===== src/rtl/tfs_pkg.sv =====
package tfs_pkg;

  typedef enum logic [3:0] {
    SEL_NONE, SEL_DATA, SEL_FEAT, SEL_CNT, SEL_LO, SEL_MID, SEL_HI,
    SEL_DEV, SEL_CMD, SEL_CTL
  } tfs_sel_e;

  localparam int NUM_PAIRS = 5;
  localparam int P_FEAT    = 0;
  localparam int P_CNT     = 1;
  localparam int P_LO      = 2;
  localparam int P_MID     = 3;
  localparam int P_HI      = 4;

  localparam logic [7:0] FIS_TYPE_H2D = 8'h27;
  localparam logic [7:0] FIS_CMD_FLAG = 8'h80;
  localparam logic [7:0] HOB_CLR_MASK = 8'h7F;

  typedef struct packed {
    logic [7:0] feat_cur;
    logic [7:0] feat_prev;
    logic [7:0] cnt_cur;
    logic [7:0] cnt_prev;
    logic [7:0] lo_cur;
    logic [7:0] lo_prev;
    logic [7:0] mid_cur;
    logic [7:0] mid_prev;
    logic [7:0] hi_cur;
    logic [7:0] hi_prev;
    logic [7:0] dev;
    logic [7:0] cmd;
    logic [7:0] ctl;
  } tfs_snap_t;

  function automatic tfs_sel_e pair_sel(input int idx);
    case (idx)
      P_FEAT:  return SEL_FEAT;
      P_CNT:   return SEL_CNT;
      P_LO:    return SEL_LO;
      P_MID:   return SEL_MID;
      P_HI:    return SEL_HI;
      default: return SEL_NONE;
    endcase
  endfunction

  function automatic logic [4:0][31:0] build_frame(input tfs_snap_t s);
    logic [4:0][31:0] w;
    w[0] = {s.feat_cur, s.cmd, FIS_CMD_FLAG, FIS_TYPE_H2D};
    w[1] = {s.dev, s.hi_cur, s.mid_cur, s.lo_cur};
    w[2] = {s.feat_prev, s.hi_prev, s.mid_prev, s.lo_prev};
    w[3] = {s.ctl & HOB_CLR_MASK, 8'h00, s.cnt_prev, s.cnt_cur};
    w[4] = 32'h0;
    return w;
  endfunction

endpackage


===== src/rtl/tfs_decode.sv =====
module tfs_decode
  import tfs_pkg::*;
#(
  parameter int ADDR_W   = 10,
  parameter int CMD_BASE = 'h1F0,
  parameter int CTL_ADDR = 'h3F6
) (
  input  logic [ADDR_W-1:0] io_addr,
  output tfs_sel_e          sel,
  output logic              blk_hit
);

  localparam logic [ADDR_W-1:0] BASE_V = ADDR_W'(CMD_BASE);
  localparam logic [ADDR_W-1:0] CTL_V  = ADDR_W'(CTL_ADDR);

  always_comb begin
    sel     = SEL_NONE;
    blk_hit = 1'b0;
    if (io_addr == CTL_V) begin
      sel = SEL_CTL;
    end else if (io_addr[ADDR_W-1:3] == BASE_V[ADDR_W-1:3]) begin
      blk_hit = 1'b1;
      case (io_addr[2:0])
        3'd0:    sel = SEL_DATA;
        3'd1:    sel = SEL_FEAT;
        3'd2:    sel = SEL_CNT;
        3'd3:    sel = SEL_LO;
        3'd4:    sel = SEL_MID;
        3'd5:    sel = SEL_HI;
        3'd6:    sel = SEL_DEV;
        default: sel = SEL_CMD;
      endcase
    end
  end

endmodule


===== src/rtl/tfs_pair_regs.sv =====
module tfs_pair_regs #(
  parameter int N = 5,
  parameter int W = 8
) (
  input  logic              clk,
  input  logic              rst,
  input  logic [N-1:0]      we,
  input  logic [W-1:0]      wdata,
  output logic [N-1:0][W-1:0] cur,
  output logic [N-1:0][W-1:0] prev
);

  for (genvar g = 0; g < N; g++) begin : g_pair
    logic [W-1:0] cur_q;
    logic [W-1:0] prev_q;
    always_ff @(posedge clk) begin
      if (rst) begin
        cur_q  <= '0;
        prev_q <= '0;
      end else if (we[g]) begin
        prev_q <= cur_q;
        cur_q  <= wdata;
      end
    end
    assign cur[g]  = cur_q;
    assign prev[g] = prev_q;
  end

endmodule


===== src/rtl/tfs_fis_tx.sv =====
module tfs_fis_tx #(
  parameter int WORD_W  = 32,
  parameter int N_WORDS = 5
) (
  input  logic                          clk,
  input  logic                          rst,
  input  logic                          start,
  input  logic [N_WORDS-1:0][WORD_W-1:0] load_words,
  input  logic                          ready,
  output logic                          valid,
  output logic [WORD_W-1:0]             data,
  output logic                          last,
  output logic                          busy
);

  localparam int CW = $clog2(N_WORDS + 1);

  logic [N_WORDS-1:0][WORD_W-1:0] word_q;
  logic [CW-1:0]                  left_q;

  always_ff @(posedge clk) begin
    if (rst) begin
      word_q <= '0;
      left_q <= '0;
    end else if (left_q == '0) begin
      if (start) begin
        word_q <= load_words;
        left_q <= CW'(N_WORDS);
      end
    end else if (ready) begin
      for (int i = 0; i < N_WORDS; i++) begin
        word_q[i] <= (i == N_WORDS - 1) ? '0 : word_q[(i + 1) % N_WORDS];
      end
      left_q <= left_q - 1'b1;
    end
  end

  assign busy  = (left_q != '0);
  assign valid = busy;
  assign last  = (left_q == CW'(1));
  assign data  = word_q[0];

endmodule


===== src/rtl/tfs_shadow_top.sv =====
module tfs_shadow_top
  import tfs_pkg::*;
#(
  parameter int CHANNEL = 0,
  parameter int ADDR_W  = 10,
  parameter int DW      = 8,
  parameter int FIS_W   = 32
) (
  input  logic              clk,
  input  logic              rst,
  input  logic              io_wr,
  input  logic              io_rd,
  input  logic [ADDR_W-1:0] io_addr,
  input  logic [DW-1:0]     io_wdata,
  output logic [DW-1:0]     io_rdata,
  input  logic [DW-1:0]     dev_status,
  input  logic [DW-1:0]     dev_error,
  output logic              fis_valid,
  input  logic              fis_ready,
  output logic [FIS_W-1:0]  fis_data,
  output logic              fis_last
);

  localparam int CMD_BASE  = (CHANNEL != 0) ? 'h170 : 'h1F0;
  localparam int CTL_ADDR  = (CHANNEL != 0) ? 'h376 : 'h3F6;
  localparam int FIS_WORDS = 5;
  localparam int HOB_BIT   = DW - 1;

  tfs_sel_e sel;
  logic     blk_hit;

  tfs_decode #(.ADDR_W(ADDR_W), .CMD_BASE(CMD_BASE), .CTL_ADDR(CTL_ADDR)) u_dec (
    .io_addr (io_addr),
    .sel     (sel),
    .blk_hit (blk_hit)
  );

  logic [NUM_PAIRS-1:0]         pair_we;
  logic [NUM_PAIRS-1:0][DW-1:0] pair_cur;
  logic [NUM_PAIRS-1:0][DW-1:0] pair_prev;

  for (genvar i = 0; i < NUM_PAIRS; i++) begin : g_we
    assign pair_we[i] = io_wr && (sel == pair_sel(i));
  end

  tfs_pair_regs #(.N(NUM_PAIRS), .W(DW)) u_pairs (
    .clk   (clk),
    .rst   (rst),
    .we    (pair_we),
    .wdata (io_wdata),
    .cur   (pair_cur),
    .prev  (pair_prev)
  );

  logic [DW-1:0] dev_q;
  logic [DW-1:0] ctl_q;
  logic          hob;

  assign hob = ctl_q[HOB_BIT];

  always_ff @(posedge clk) begin
    if (rst) begin
      dev_q <= '0;
      ctl_q <= '0;
    end else if (io_wr) begin
      if (sel == SEL_DEV) dev_q <= io_wdata;
      if (sel == SEL_CTL) begin
        ctl_q <= io_wdata;
      end else if (blk_hit) begin
        ctl_q[HOB_BIT] <= 1'b0;
      end
    end
  end

  // read path
  logic [DW-1:0] rd_mux;

  always_comb begin
    case (sel)
      SEL_FEAT: rd_mux = dev_error;
      SEL_CNT:  rd_mux = hob ? pair_prev[P_CNT] : pair_cur[P_CNT];
      SEL_LO:   rd_mux = hob ? pair_prev[P_LO]  : pair_cur[P_LO];
      SEL_MID:  rd_mux = hob ? pair_prev[P_MID] : pair_cur[P_MID];
      SEL_HI:   rd_mux = hob ? pair_prev[P_HI]  : pair_cur[P_HI];
      SEL_DEV:  rd_mux = dev_q;
      SEL_CMD:  rd_mux = dev_status;
      SEL_CTL:  rd_mux = dev_status;
      default:  rd_mux = '0;
    endcase
  end

  always_ff @(posedge clk) begin
    if (rst)        io_rdata <= '0;
    else if (io_rd) io_rdata <= rd_mux;
  end

  // frame snapshot and transmit
  tfs_snap_t                    snap;
  logic [FIS_WORDS-1:0][31:0]   frame;
  logic [FIS_WORDS-1:0][FIS_W-1:0] frame_w;
  logic                         tx_busy;
  logic                         cmd_go;

  always_comb begin
    snap.feat_cur  = pair_cur[P_FEAT];
    snap.feat_prev = pair_prev[P_FEAT];
    snap.cnt_cur   = pair_cur[P_CNT];
    snap.cnt_prev  = pair_prev[P_CNT];
    snap.lo_cur    = pair_cur[P_LO];
    snap.lo_prev   = pair_prev[P_LO];
    snap.mid_cur   = pair_cur[P_MID];
    snap.mid_prev  = pair_prev[P_MID];
    snap.hi_cur    = pair_cur[P_HI];
    snap.hi_prev   = pair_prev[P_HI];
    snap.dev       = dev_q;
    snap.cmd       = io_wdata;
    snap.ctl       = ctl_q;
  end

  assign frame  = build_frame(snap);
  assign cmd_go = io_wr && (sel == SEL_CMD) && !tx_busy;

  for (genvar k = 0; k < FIS_WORDS; k++) begin : g_fw
    assign frame_w[k] = FIS_W'(frame[k]);
  end

  tfs_fis_tx #(.WORD_W(FIS_W), .N_WORDS(FIS_WORDS)) u_tx (
    .clk        (clk),
    .rst        (rst),
    .start      (cmd_go),
    .load_words (frame_w),
    .ready      (fis_ready),
    .valid      (fis_valid),
    .data       (fis_data),
    .last       (fis_last),
    .busy       (tx_busy)
  );

endmodule


===== config.mk =====
export PLATFORM = sky130hd
export DESIGN_NAME = tfs_shadow_top
export DESIGN_NICKNAME = d
export VERILOG_FILES = /design/src/rtl/tfs_pkg.sv /design/src/rtl/tfs_decode.sv /design/src/rtl/tfs_pair_regs.sv /design/src/rtl/tfs_fis_tx.sv /design/src/rtl/tfs_shadow_top.sv
export SDC_FILE = /design/constraint.sdc
export NUM_CORES = 1
export LEC_CHECK = 0
export ABC_AREA = 1
export BUFFER_PORTS_ARGS = -buffer_cell sky130_fd_sc_hd__buf_4
export CAP_MARGIN = 20
export CORE_MARGIN = 1
export CORE_UTILIZATION = 35
export CTS_BUF_LIST = sky130_fd_sc_hd__clkbuf_8
export CTS_CLUSTER_SIZE = 40
export DETAILED_ROUTE_END_ITERATION = 12
export GPL_TIMING_DRIVEN = 0
export PLACE_DENSITY = 0.61
export SETUP_SLACK_MARGIN = 0.5
export SYNTH_ARGS = -nofsm -noshare
export SYNTH_HDL_FRONTEND = slang
export SYNTH_SLANG_ARGS = --single-unit

===== constraint.sdc =====
create_clock -name clk -period 3 [get_ports clk]
set_clock_uncertainty 0.1 [all_clocks]
set_input_delay 0.6 -clock clk [delete_from_list [all_inputs] [get_ports clk]]
set_output_delay 0.6 -clock clk [all_outputs]
set_load 0.01 [all_outputs]

==> results.md, run 1 <==
* Via count at 9380
* Drt pass-1 iters at 5
* Final Wtd Congestion at 0.901
* Worst R2R Path Depth at 11
* WP data required at 2.30 ns
* Slowest cell on the critical path: dfxtp_1
* Leading area contributor after synthesis: dfxtp_1
* CTS buffer count at 39
* Grt ovf at 0
* Hold WC Path Type: primary input to register
* Leak at 4.35 nW
* CP Capture Type: output port
* GR met1 Demand/Resource at 30.4%
* Critical Path, Cell by Cell: nor2_2 > ha_1 > clkbuf_2 > inv_4 > buf_6 > buf_4
* XOR/XNOR Fraction of Synth Area at 0%
* Cells after synthesis at 1323
* Largest family of logic cells by synthesized area: simple AND/OR/NAND/NOR gates
* Slew Limit Headroom at 41.3%
* Die Footprint at 28600 µm²
* Power Dens Cells at 539 nW/µm²
* N_diodes at 0
* Mux cell area share after synthesis at 0%
* Top post-synthesis cells by area: dfxtp_1, nand2_1, nor2_1
* Die W at 169 µm
* First-pass GRT wire length at 48.9 mm
* Largest net degree at the start of global routing at 11
* RR Startpoint: u_tx.left_q[0]$_SDFFE_PP0P_
* Post-Synth Simple-Gate Area at 25.9%
* Status: finished, final reports clean
* Worst EP arrival at 1.78 ns
* Boundary pin count at 81
* Worst vdd ir at 0.000218 V
* Most frequent cells in the layout: nand2_1, dfxtp_1, nor2_1
* Fin crit period at 2.48 ns
* DRT Wirelength at 31.6 mm
* CTS Sinks at 226
* Syn avg cell area at 7.40 µm²
* Grt met3 use at 3.85%
* Number of port buffers at 78
* H-tree lvl count at 2
* Core area at 27200 µm²
* Final Hold Viols at 0
* End point of the worst hold path: u_tx.data[17]$_SDFFE_PP0P_
* Slew @ Worst Pin at 0.881 ns
* DR iter-0 viols at 836
* CP Class: register to output port
* Root buffer cell: clkbuf_8
* Number of global-route vias before repair at 8743
* Hold Path Origin: io_wdata[1]
* Most common cell after layout, fill and taps aside: nand2_1
* P_sw at 1.60 mW
* Clk slew on worst S/H paths at 0.06 ns
* Unrepaired setup endpoints after global routing: true
* Clock latency at the later pin of the worst-skew pair at 0.53 ns
* Max clock buf depth at 3
* WHS Path Cells at 3
* Met2 global-route usage at 34.7%
* Share of post-route cells with drive strength above 1 at 15.9%
* CTS tree: yes
* Int Pwr at 4.70 mW
* Max-cap check violation count at 0
* Dpl hpwl at 24.0 mm
* Critical Path Stages at 6
* Sw frac at 25.4%
* Final core occ at 43.0%
* Logic pwr share at 7.5%
* Fin nets at 1486
* Sequential share of the synthesized area at 46.2%
* Setup TNS at 0 ns
* Hold buffers post-CTS at 0
* Worst path buffer plus inverter count at 4
* Starting Density at 36.0%
* Reg power frac at 49.0%
* Unique masters post-synth at 25
* Syn Nets at 1363
* Area growth from synthesis to layout at 19.5%
* CP max FO at 10
* Final setup violation count at 0
* Synth Area in Compound Gates at 18.2%
* Adder-Cell Fraction of Synth Area at 0.128%
* Post-synth top area share at 46.2%
* Slew Limit Fails at 0
* Clock power frac at 43.5%
* Via density at 5.08
* Die height at 169 µm
* ANT nets after route at 0
* Initial antenna violation count at 0
* Wire per inst at 17.1 µm
* Post-synthesis register bit count at 226
* Synth Warn # at 0
* Reg2reg end: u_tx.word_q[90]$_SDFFE_PP0P_
* Mapped Area at 9790 µm²
* Fmax at 0.403 GHz
* Busiest layer in global routing: met2
* CP Launch Type: register
* Top cell family by delay on the critical path: buffers and inverters
* Cell Rows at 60
* Peak per-stage delay on the critical path at 0.39 ns
* Flop-to-flop setup slack at 0.68 ns
* DRC at 0
* Period utilization at 82.6%
* All-layer global routing usage at 22.1%
## worst min-delay path: cells and delay by family
family	cells	cell delay (ns)
buf+inv	1	0.15
compound gates	1	0.08
simple gates	1	0.06
## logic make-up (layout without fill, tap and decap cells)
logic type               Yosys count  after routing
flip-flops                       226            226
adder cells (fa/ha/maj)            1              1
AND/OR/NAND/NOR                  633            633
buffers and inverters            202            352
AO/OA/AOI/OAI                    261            261
## synthesized netlist by cell type, drive strengths merged
cell type  count
nand2        366
dfxtp        226
nor2         213
a211oi        81
inv           79
a21oi         69
a311oi        67
clkbuf        61
buf           60
o21ai         44
nand3         34
nor3          11
nand4          9
clkinv         2
ha             1
## stage by stage
| stage | setup slack (ns) | std cells | power [mW] | hold slack [ns] | area (µm²) |
|---|---|---|---|---|---|
| 5_1_grt | 0.440 | 1845 | 6.52 | 0.303 | 11700 |
| 4_1_cts | 0.308 | 1843 | 6.32 | 0.302 | 11600 |
| 2_1_floorplan | 0.929 | 1323 | 3.41 | 0.336 | 9790 |
| 6_report | 0.521 | 1845 | 6.30 | 0.313 | 11700 |
| 3_5_place_dp | 0.0391 | 1773 | 3.61 | 0.351 | 10800 |
| 3_3_place_gp | 0.0650 | 1773 | 3.61 | 0.345 | 10800 |
## metal layers
metal,routed length [µm],vias up
li1,-,4624
met1,14800,4338
met2,13700,362
met3,2240,56
met4,865,0
met5,0,-
## area by class of cell
| cell class | instances | area, µm² |
|---|---|---|
| Buffer | 121 | 652 |
| Inverter | 81 | 307 |
| Fill cell | 2851 | 15500 |
| Sequential cell | 226 | 4520 |
| Tap cell | 372 | 465 |
| Clock buffer | 50 | 688 |
| Timing Repair Buffer | 82 | 628 |
| Multi-Input combinational cell | 895 | 4360 |
| Clock inverter | 18 | 75.1 |
## registers in the layout, summed over array words and instances, names as in the netlist
signal                 count
u_tx.word_q               87
u_pairs.g_pair.cur_q      40
u_pairs.g_pair.prev_q     40
u_tx.data                 32
ctl_q                      8
dev_q                      8
io_rdata                   8
u_tx.left_q                3
## what timing repair did
action,4_1_cts,5_1_grt
setup endpoints to repair,122,125
pin swaps,2,1
resized for setup,5,23
setup buffers,2,2
## worst max-delay path by stage
stage | slack [ns] | startpoint | endpoint
final | 0.52 | u_tx.left_q[0]$_SDFFE_PP0P_ | fis_valid
after global routing | 0.44 | u_tx.left_q[0]$_SDFFE_PP0P_ | fis_valid
after CTS | 0.31 | u_tx.left_q[0]$_SDFFE_PP0P_ | fis_valid
after detailed placement | 0.04 | io_addr[3] | u_tx.word_q[63]$_SDFFE_PP0P_
after global placement | 0.06 | io_addr[3] | u_tx.word_q[39]$_SDFFE_PP0P_
after floorplan | 0.93 | io_addr[3] | io_rdata[7]$_SDFFE_PP0P_
## power groups by stage
stage	logic, mW	clock network [mW]	registers [mW]
2_1_floorplan	0.267	0	3.14
3_3_place_gp	0.462	0	3.15
3_5_place_dp	0.462	0	3.15
4_1_cts	0.466	2.77	3.09
5_1_grt	0.515	2.91	3.09
6_report	0.475	2.74	3.09
Power figures use the tool's default switching activity.
==> inputs of run 2 (changes only) <==
- PLACE_DENSITY: 0.61 -> 0.63
- clock period: 3 -> 2.23 ns (I/O delays scaled with it)
==> results.md, run 2 (synthesis results as in run 1) <==
* Status: finished, violations left (was finished, final reports clean)
* Failing checks: setup timing
* Dpl hpwl at 23.9 mm (was 24.0 mm)
* Biggest register: u_tx.word_q (unchanged)
* Number of flip-flops under the largest register name at 87 (unchanged)
* DRC at 0 (unchanged)
* Power Dens Cells at 618 nW/µm² (was 539 nW/µm²)
* Most common cell after layout, fill and taps aside: nand2_1 (unchanged)
* Cell Rows at 60 (unchanged)
* Fin cells at 1907 (was 1845)
* Clock latency at the later pin of the worst-skew pair at 0.55 ns (was 0.53 ns)
* Worst vdd ir at 0.000304 V (was 0.000218 V)
* Fin nets at 1553 (was 1486)
* Area growth from synthesis to layout at 46.9% (was 19.5%)
* Area of the multi-input gates at 5640 µm² (was 4360 µm²)
* Slew @ Worst Pin at 0.913 ns (was 0.881 ns)
* Share of post-route cells with drive strength above 1 at 36.2% (was 15.9%)
* Largest net degree at the start of global routing at 11 (unchanged)
* Final setup violation count at 5 (was 0)
* CP Capture Type: register (was output port)
* Leak at 5.24 nW (was 4.35 nW)
* Unrepaired setup endpoints after global routing: true (unchanged)
* CTS buffer count at 39 (unchanged)
* Met2 Wirelength at 16.4 mm (was 13.7 mm)
* DRT Wirelength at 36.1 mm (was 31.6 mm)
* Most frequent cells in the layout: nand2_1, dfxtp_1, nor2_1 (unchanged)
* ANT nets after route at 0 (unchanged)
* Drt pass-1 iters at 6 (was 5)
* Max-cap check violation count at 0 (unchanged)
* Setup ws final at -0.0208 ns (was 0.521 ns)
* First-pass GRT wire length at 52.5 mm (was 48.9 mm)
* Via count at 10100 (was 9380)
* Max clock buf depth at 3 (unchanged)
* Hold WC Path Type: primary input to register (unchanged)
* Uppermost layer routed: met4 (unchanged)
* Placement Setup Slack at -0.311 ns (was 0.0391 ns)
* All-layer global routing usage at 23.8% (was 22.1%)
* Grt ovf at 0 (unchanged)
* Hold buffers post-CTS at 0 (unchanged)
* Final-layout fill cell count at 2474 (was 2851)
* CP Class: register to register (was register to output port)
* Hold Slack at 0.157 ns (was 0.313 ns)
* Wl on met1 at 15.2 mm (was 14.8 mm)
* Metal3 WL at 3.02 mm (was 2.24 mm)
* Wire per inst at 18.9 µm (was 17.1 µm)
* Slew Limit Fails at 0 (unchanged)
* WHS Path Cells at 3 (unchanged)
* Via density at 5.29 (was 5.08)
* WP data required at 2.52 ns (was 2.30 ns)
* Final core occ at 52.9% (was 43.0%)
* Fin crit period at 2.25 ns
* Boundary pin count at 81 (unchanged)
* CP max FO at 5 (was 10)
* Die Footprint at 28600 µm² (unchanged)
* Die height at 169 µm (unchanged)
* H-tree lvl count at 2 (unchanged)
* Final Wtd Congestion at 0.906 (was 0.901)
* CP Launch Type: register (unchanged)
* Design Power at 8.89 mW (was 6.30 mW)
* Register area at 4540 µm² (was 4520 µm²)
* Core area at 27200 µm² (unchanged)
* Fmax at 0.444 GHz
* Top Registers: u_tx.word_q: 87 flops, u_pairs.g_pair.cur_q: 40 flops, u_pairs.g_pair.prev_q: 40 flops (unchanged)
* CTS tree: yes (unchanged)
* Period utilization at 101%
* Starting Density at 36.0% (unchanged)
* DR iter-0 viols at 886 (was 836)
* Number of global-route vias before repair at 9306 (was 8743)
* Die W at 169 µm (unchanged)
* Cells after DPL at 1773 (unchanged)
* Clk slew on worst S/H paths at 0.07 ns (was 0.06 ns)
* Initial antenna violation count at 0 (unchanged)
* Worst EP arrival at 2.54 ns (was 1.78 ns)
* Final Hold Viols at 0 (unchanged)
* Slew Limit Headroom at 39.1% (was 41.3%)
* Root buffer cell: clkbuf_8 (unchanged)
* CTS Sinks at 226 (unchanged)
* Worst R2R Path Depth at 14 (was 11)
* Number of port buffers at 78 (unchanged)
* N_diodes at 0 (unchanged)
-- run 2: cell type report --
type                    instances  area share (%)
well taps                     372            3.24
multi-input cells             895            39.2
clock inverters                15           0.470
clock buffers                  48            4.59
plain buffers                 121            7.35
flip-flops and latches        226            31.6
inverters                      81            2.41
repair buffers                149            11.1
-- run 2: worst paths after layout --
| check | startpoint | endpoint | slack (ns) |
|---|---|---|---|
| worst max register to register | u_tx.left_q[1]$_SDFFE_PP0P_ | u_tx.word_q[37]$_SDFFE_PP0P_ | -0.02 |
| worst min-delay path | io_wdata[5] | u_pairs.g_pair[1].cur_q[5]$_SDFFE_PP0P_ | 0.16 |
| worst max-delay path | u_tx.left_q[1]$_SDFFE_PP0P_ | u_tx.word_q[37]$_SDFFE_PP0P_ | -0.02 |
| worst min register to register | u_pairs.g_pair[2].cur_q[1]$_SDFFE_PP0P_ | u_pairs.g_pair[2].prev_q[1]$_SDFFE_PP0P_ | 0.35 |
-- run 2: layer usage --
| metal | global-route usage (%) | vias to the layer above |
|---|---|---|
| li1 | - | 4760 |
| met4 | 9.01 | 0 |
| met5 | 0 | - |
| met2 | 37.3 | 512 |
| met1 | 32.5 | 4737 |
| met3 | 4.22 | 88 |
-- run 2: per-stage QoR --
| stage | setup TNS (ns) | cell area, µm² |
|---|---|---|
| after floorplan | 0 | 9970 |
| after global placement | -18.37 | 11000 |
| after detailed placement | -22.06 | 11000 |
| after CTS | 0 | 13100 |
| after global routing | -0.670 | 14400 |
| final | -0.0643 | 14400 |
-- run 2: worst max-delay path: stages (launching register included) --
cell	delay, ns
dfxtp_2	0.33
nor2_4	0.13
ha_4	0.14
buf_8	0.11
clkinv_8	0.08
nor3_4	0.18
buf_12	0.15
nor2_4	0.05
buf_6	0.11
buf_6	0.11
buf_6	0.12
buf_8	0.13
clkbuf_16	0.18
nor2_4	0.11
a211oi_2	0.05
-- run 2: timing repair --
| action | 4_1_cts | 5_1_grt |
|---|---|---|
| gates cloned | 15 | 3 |
| setup buffers | 31 | 22 |
| endpoints found under the setup margin | 163 | 210 |
| pin swaps | 11 | 30 |
| gates resized for setup | 197 | 268 |
-- run 2: where the power goes --
group | switching [mW] | internal (mW)
sequential | 0.0545 | 4.11
combinational | 0.615 | 0.471
clock | 1.71 | 1.92
==> inputs of run 3 (changes only) <==
- PLACE_DENSITY: 0.63 -> default
- SETUP_SLACK_MARGIN: 0.5 -> 0.15
- clock period: 2.23 -> 2 ns (I/O delays scaled with it)
==> results.md, run 3 (synthesis results as in run 1) <==
* CP Launch Type: register (unchanged)
* Setup TNS at -8.36 ns (was -0.0643 ns)
* Slew @ Worst Pin at 0.936 ns (was 0.913 ns)
* Clk slew on worst S/H paths at 0.06 ns (was 0.07 ns)
* Slew Limit Headroom at 37.6% (was 39.1%)
* N_diodes at 0 (unchanged)
* H-tree lvl count at 2 (unchanged)
* DRC at 0 (unchanged)
* Via density at 5.24 (was 5.29)
* All-layer global routing usage at 23.7% (was 23.8%)
* Worst vdd ir at 0.000430 V (was 0.000304 V)
* Max-cap check violation count at 0 (unchanged)
* Via count at 9977 (was 10100)
* First-pass GRT wire length at 52.2 mm (was 52.5 mm)
* Root buffer cell: clkbuf_8 (unchanged)
* Fin cells at 1903 (was 1907)
* CP Class: register to register (unchanged)
* DR iter-0 viols at 865 (was 886)
* Final-layout fill cell count at 2583 (was 2474)
* Largest net degree at the start of global routing at 11 (unchanged)
* Starting Density at 36.0% (unchanged)
* Crit-path most repeated cell: buf_8
* CP Capture Type: register (unchanged)
* Slowest cell on the critical path: dfxtp_2 (unchanged)
* Hold Slack at 0.0988 ns (was 0.157 ns)
* Unrepaired setup endpoints after global routing: true (unchanged)
* Cell Rows at 60 (unchanged)
* Clock latency at the later pin of the worst-skew pair at 0.55 ns (about the same)
* Core area at 27200 µm² (unchanged)
* Dpl hpwl at 24.0 mm (was 23.9 mm)
* Boundary pin count at 81 (unchanged)
* Worst path buffer plus inverter count at 8 (unchanged)
* CTS tree: yes (unchanged)
* Fin crit period at 2.16 ns (was 2.25 ns)
* Fin nets at 1543 (was 1553)
* Area growth from synthesis to layout at 40.3% (was 46.9%)
* Grt ovf at 0 (unchanged)
* Worst EP arrival at 2.45 ns (was 2.54 ns)
* Period utilization at 108% (was 101%)
* Slew Limit Fails at 0 (unchanged)
* CTS Sinks at 226 (unchanged)
* Power Dens Cells at 713 nW/µm² (was 618 nW/µm²)
* Cells after DPL at 1773 (unchanged)
* Most frequent cells in the layout: nand2_1, dfxtp_1, nor2_1 (unchanged)
* Design Power at 9.80 mW (was 8.89 mW)
* Setup ws final at -0.162 ns (was -0.0208 ns)
* Status: finished, violations left (unchanged)
* Share of post-route cells with drive strength above 1 at 32.2% (was 36.2%)
* Critical Path, Cell by Cell: inv_2 > ha_4 > buf_8 > clkinv_8 > nor3_4 > buf_12 > nor2_4 > clkinv_4 > buf_4 > buf_6 > buf_8 > nor2_1 > a311oi_2 (was nor2_4 > ha_4 > buf_8 > clkinv_8 > nor3_4 > buf_12 > nor2_4 > buf_6 > buf_6 > buf_6 > buf_8 > clkbuf_16 > nor2_4 > a211oi_2)
* Top cell family by delay on the critical path: buffers and inverters (unchanged)
* Drt pass-1 iters at 7 (was 6)
* WP data required at 2.28 ns (was 2.52 ns)
* Biggest register: u_tx.word_q (unchanged)
* Fmax at 0.462 GHz (was 0.444 GHz)
* CTS buffer count at 41 (was 39)
* Final Wtd Congestion at 0.914 (was 0.906)
* DRT Wirelength at 35.7 mm (was 36.1 mm)
* Number of global-route vias before repair at 9066 (was 9306)
* CP max FO at 7 (was 5)
* Top Registers: u_tx.word_q: 87 flops, u_pairs.g_pair.cur_q: 40 flops, u_pairs.g_pair.prev_q: 40 flops (unchanged)
* Failing checks: setup timing (unchanged)
* Die Footprint at 28600 µm² (unchanged)
* Hold buffers post-CTS at 0 (unchanged)
* Placement Setup Slack at -0.469 ns (was -0.311 ns)
* Initial antenna violation count at 0 (unchanged)
* Final setup violation count at 76 (was 5)
* Wire per inst at 18.8 µm (was 18.9 µm)
* Die W at 169 µm (unchanged)
* Peak per-stage delay on the critical path at 0.36 ns (was 0.33 ns)
* Die height at 169 µm (unchanged)
* Hold WC Path Type: primary input to register (unchanged)
* Number of port buffers at 78 (unchanged)
* Max clock buf depth at 3 (unchanged)
* Final Hold Viols at 0 (unchanged)
* ANT nets after route at 0 (unchanged)
* Leak at 5.10 nW (was 5.24 nW)
* Number of flip-flops under the largest register name at 87 (unchanged)
* Most common cell after layout, fill and taps aside: nand2_1 (unchanged)
## run 3: worst paths after layout
path / startpoint / end / slack, ns / depth (start not counted)
worst min register to register: u_pairs.g_pair[2].cur_q[1]$_SDFFE_PP0P_ / u_pairs.g_pair[2].prev_q[1]$_SDFFE_PP0P_ / 0.35 / 2
worst min-delay path: fis_ready / u_tx.left_q[0]$_SDFFE_PP0P_ / 0.1 / 4
worst max register to register: u_tx.left_q[2]$_SDFFE_PP0P_ / u_tx.word_q[74]$_SDFFE_PP0P_ / -0.16 / 13
worst max-delay path: u_tx.left_q[2]$_SDFFE_PP0P_ / u_tx.word_q[74]$_SDFFE_PP0P_ / -0.16 / 13
## run 3: per-stage QoR
| step | instance area, µm² | utilization, % |
|---|---|---|
| 6_report | 13700 | 50.6 |
| 5_1_grt | 13700 | 50.6 |
| 4_1_cts | 12700 | 46.9 |
| 3_5_place_dp | 10900 | 40.1 |
| 3_3_place_gp | 10900 | 40.1 |
| 2_1_floorplan | 9830 | - |
## run 3: worst min-delay path, cell delays in order
cell and delay, ns:
buf_4 0.12, nand2_8 0.06, nand2_1 0.07, a21oi_2 0.05
## run 3: area by class of cell
type	instances	area [µm²]	area share, %
tap	372	465	3.39
sequential	226	4530	33.0
buffer	120	1010	7.38
timing repair buffer	138	1350	9.84
clock buffer	44	606	4.41
clock inverter	27	135	0.984
multi-input combinational	895	5310	38.7
inverter	81	327	2.38
## run 3: per-layer routing
| metal | GRT usage, % | vias up | share of wire, % |
|---|---|---|---|
| li1 | - | 4760 | - |
| met1 | 32.2 | 4699 | 44 |
| met2 | 37.0 | 426 | 45 |
| met3 | 4.50 | 92 | 7.7 |
| met4 | 8.97 | 0 | 3.7 |
| met5 | 0 | - | 0 |
## run 3: power breakdown
group	switching (mW)	internal, mW
clock	1.90	2.14
combinational	0.646	0.471
sequential	0.0556	4.59
## run 3: what timing repair did
| item | 4_1_cts | 5_1_grt |
|---|---|---|
| endpoints found under the setup margin | 132 | 174 |
| resized for setup | 204 | 209 |
| gates cloned | 10 | 4 |
| buffers inserted | 27 | 19 |
| pin swaps | 11 | 24 |
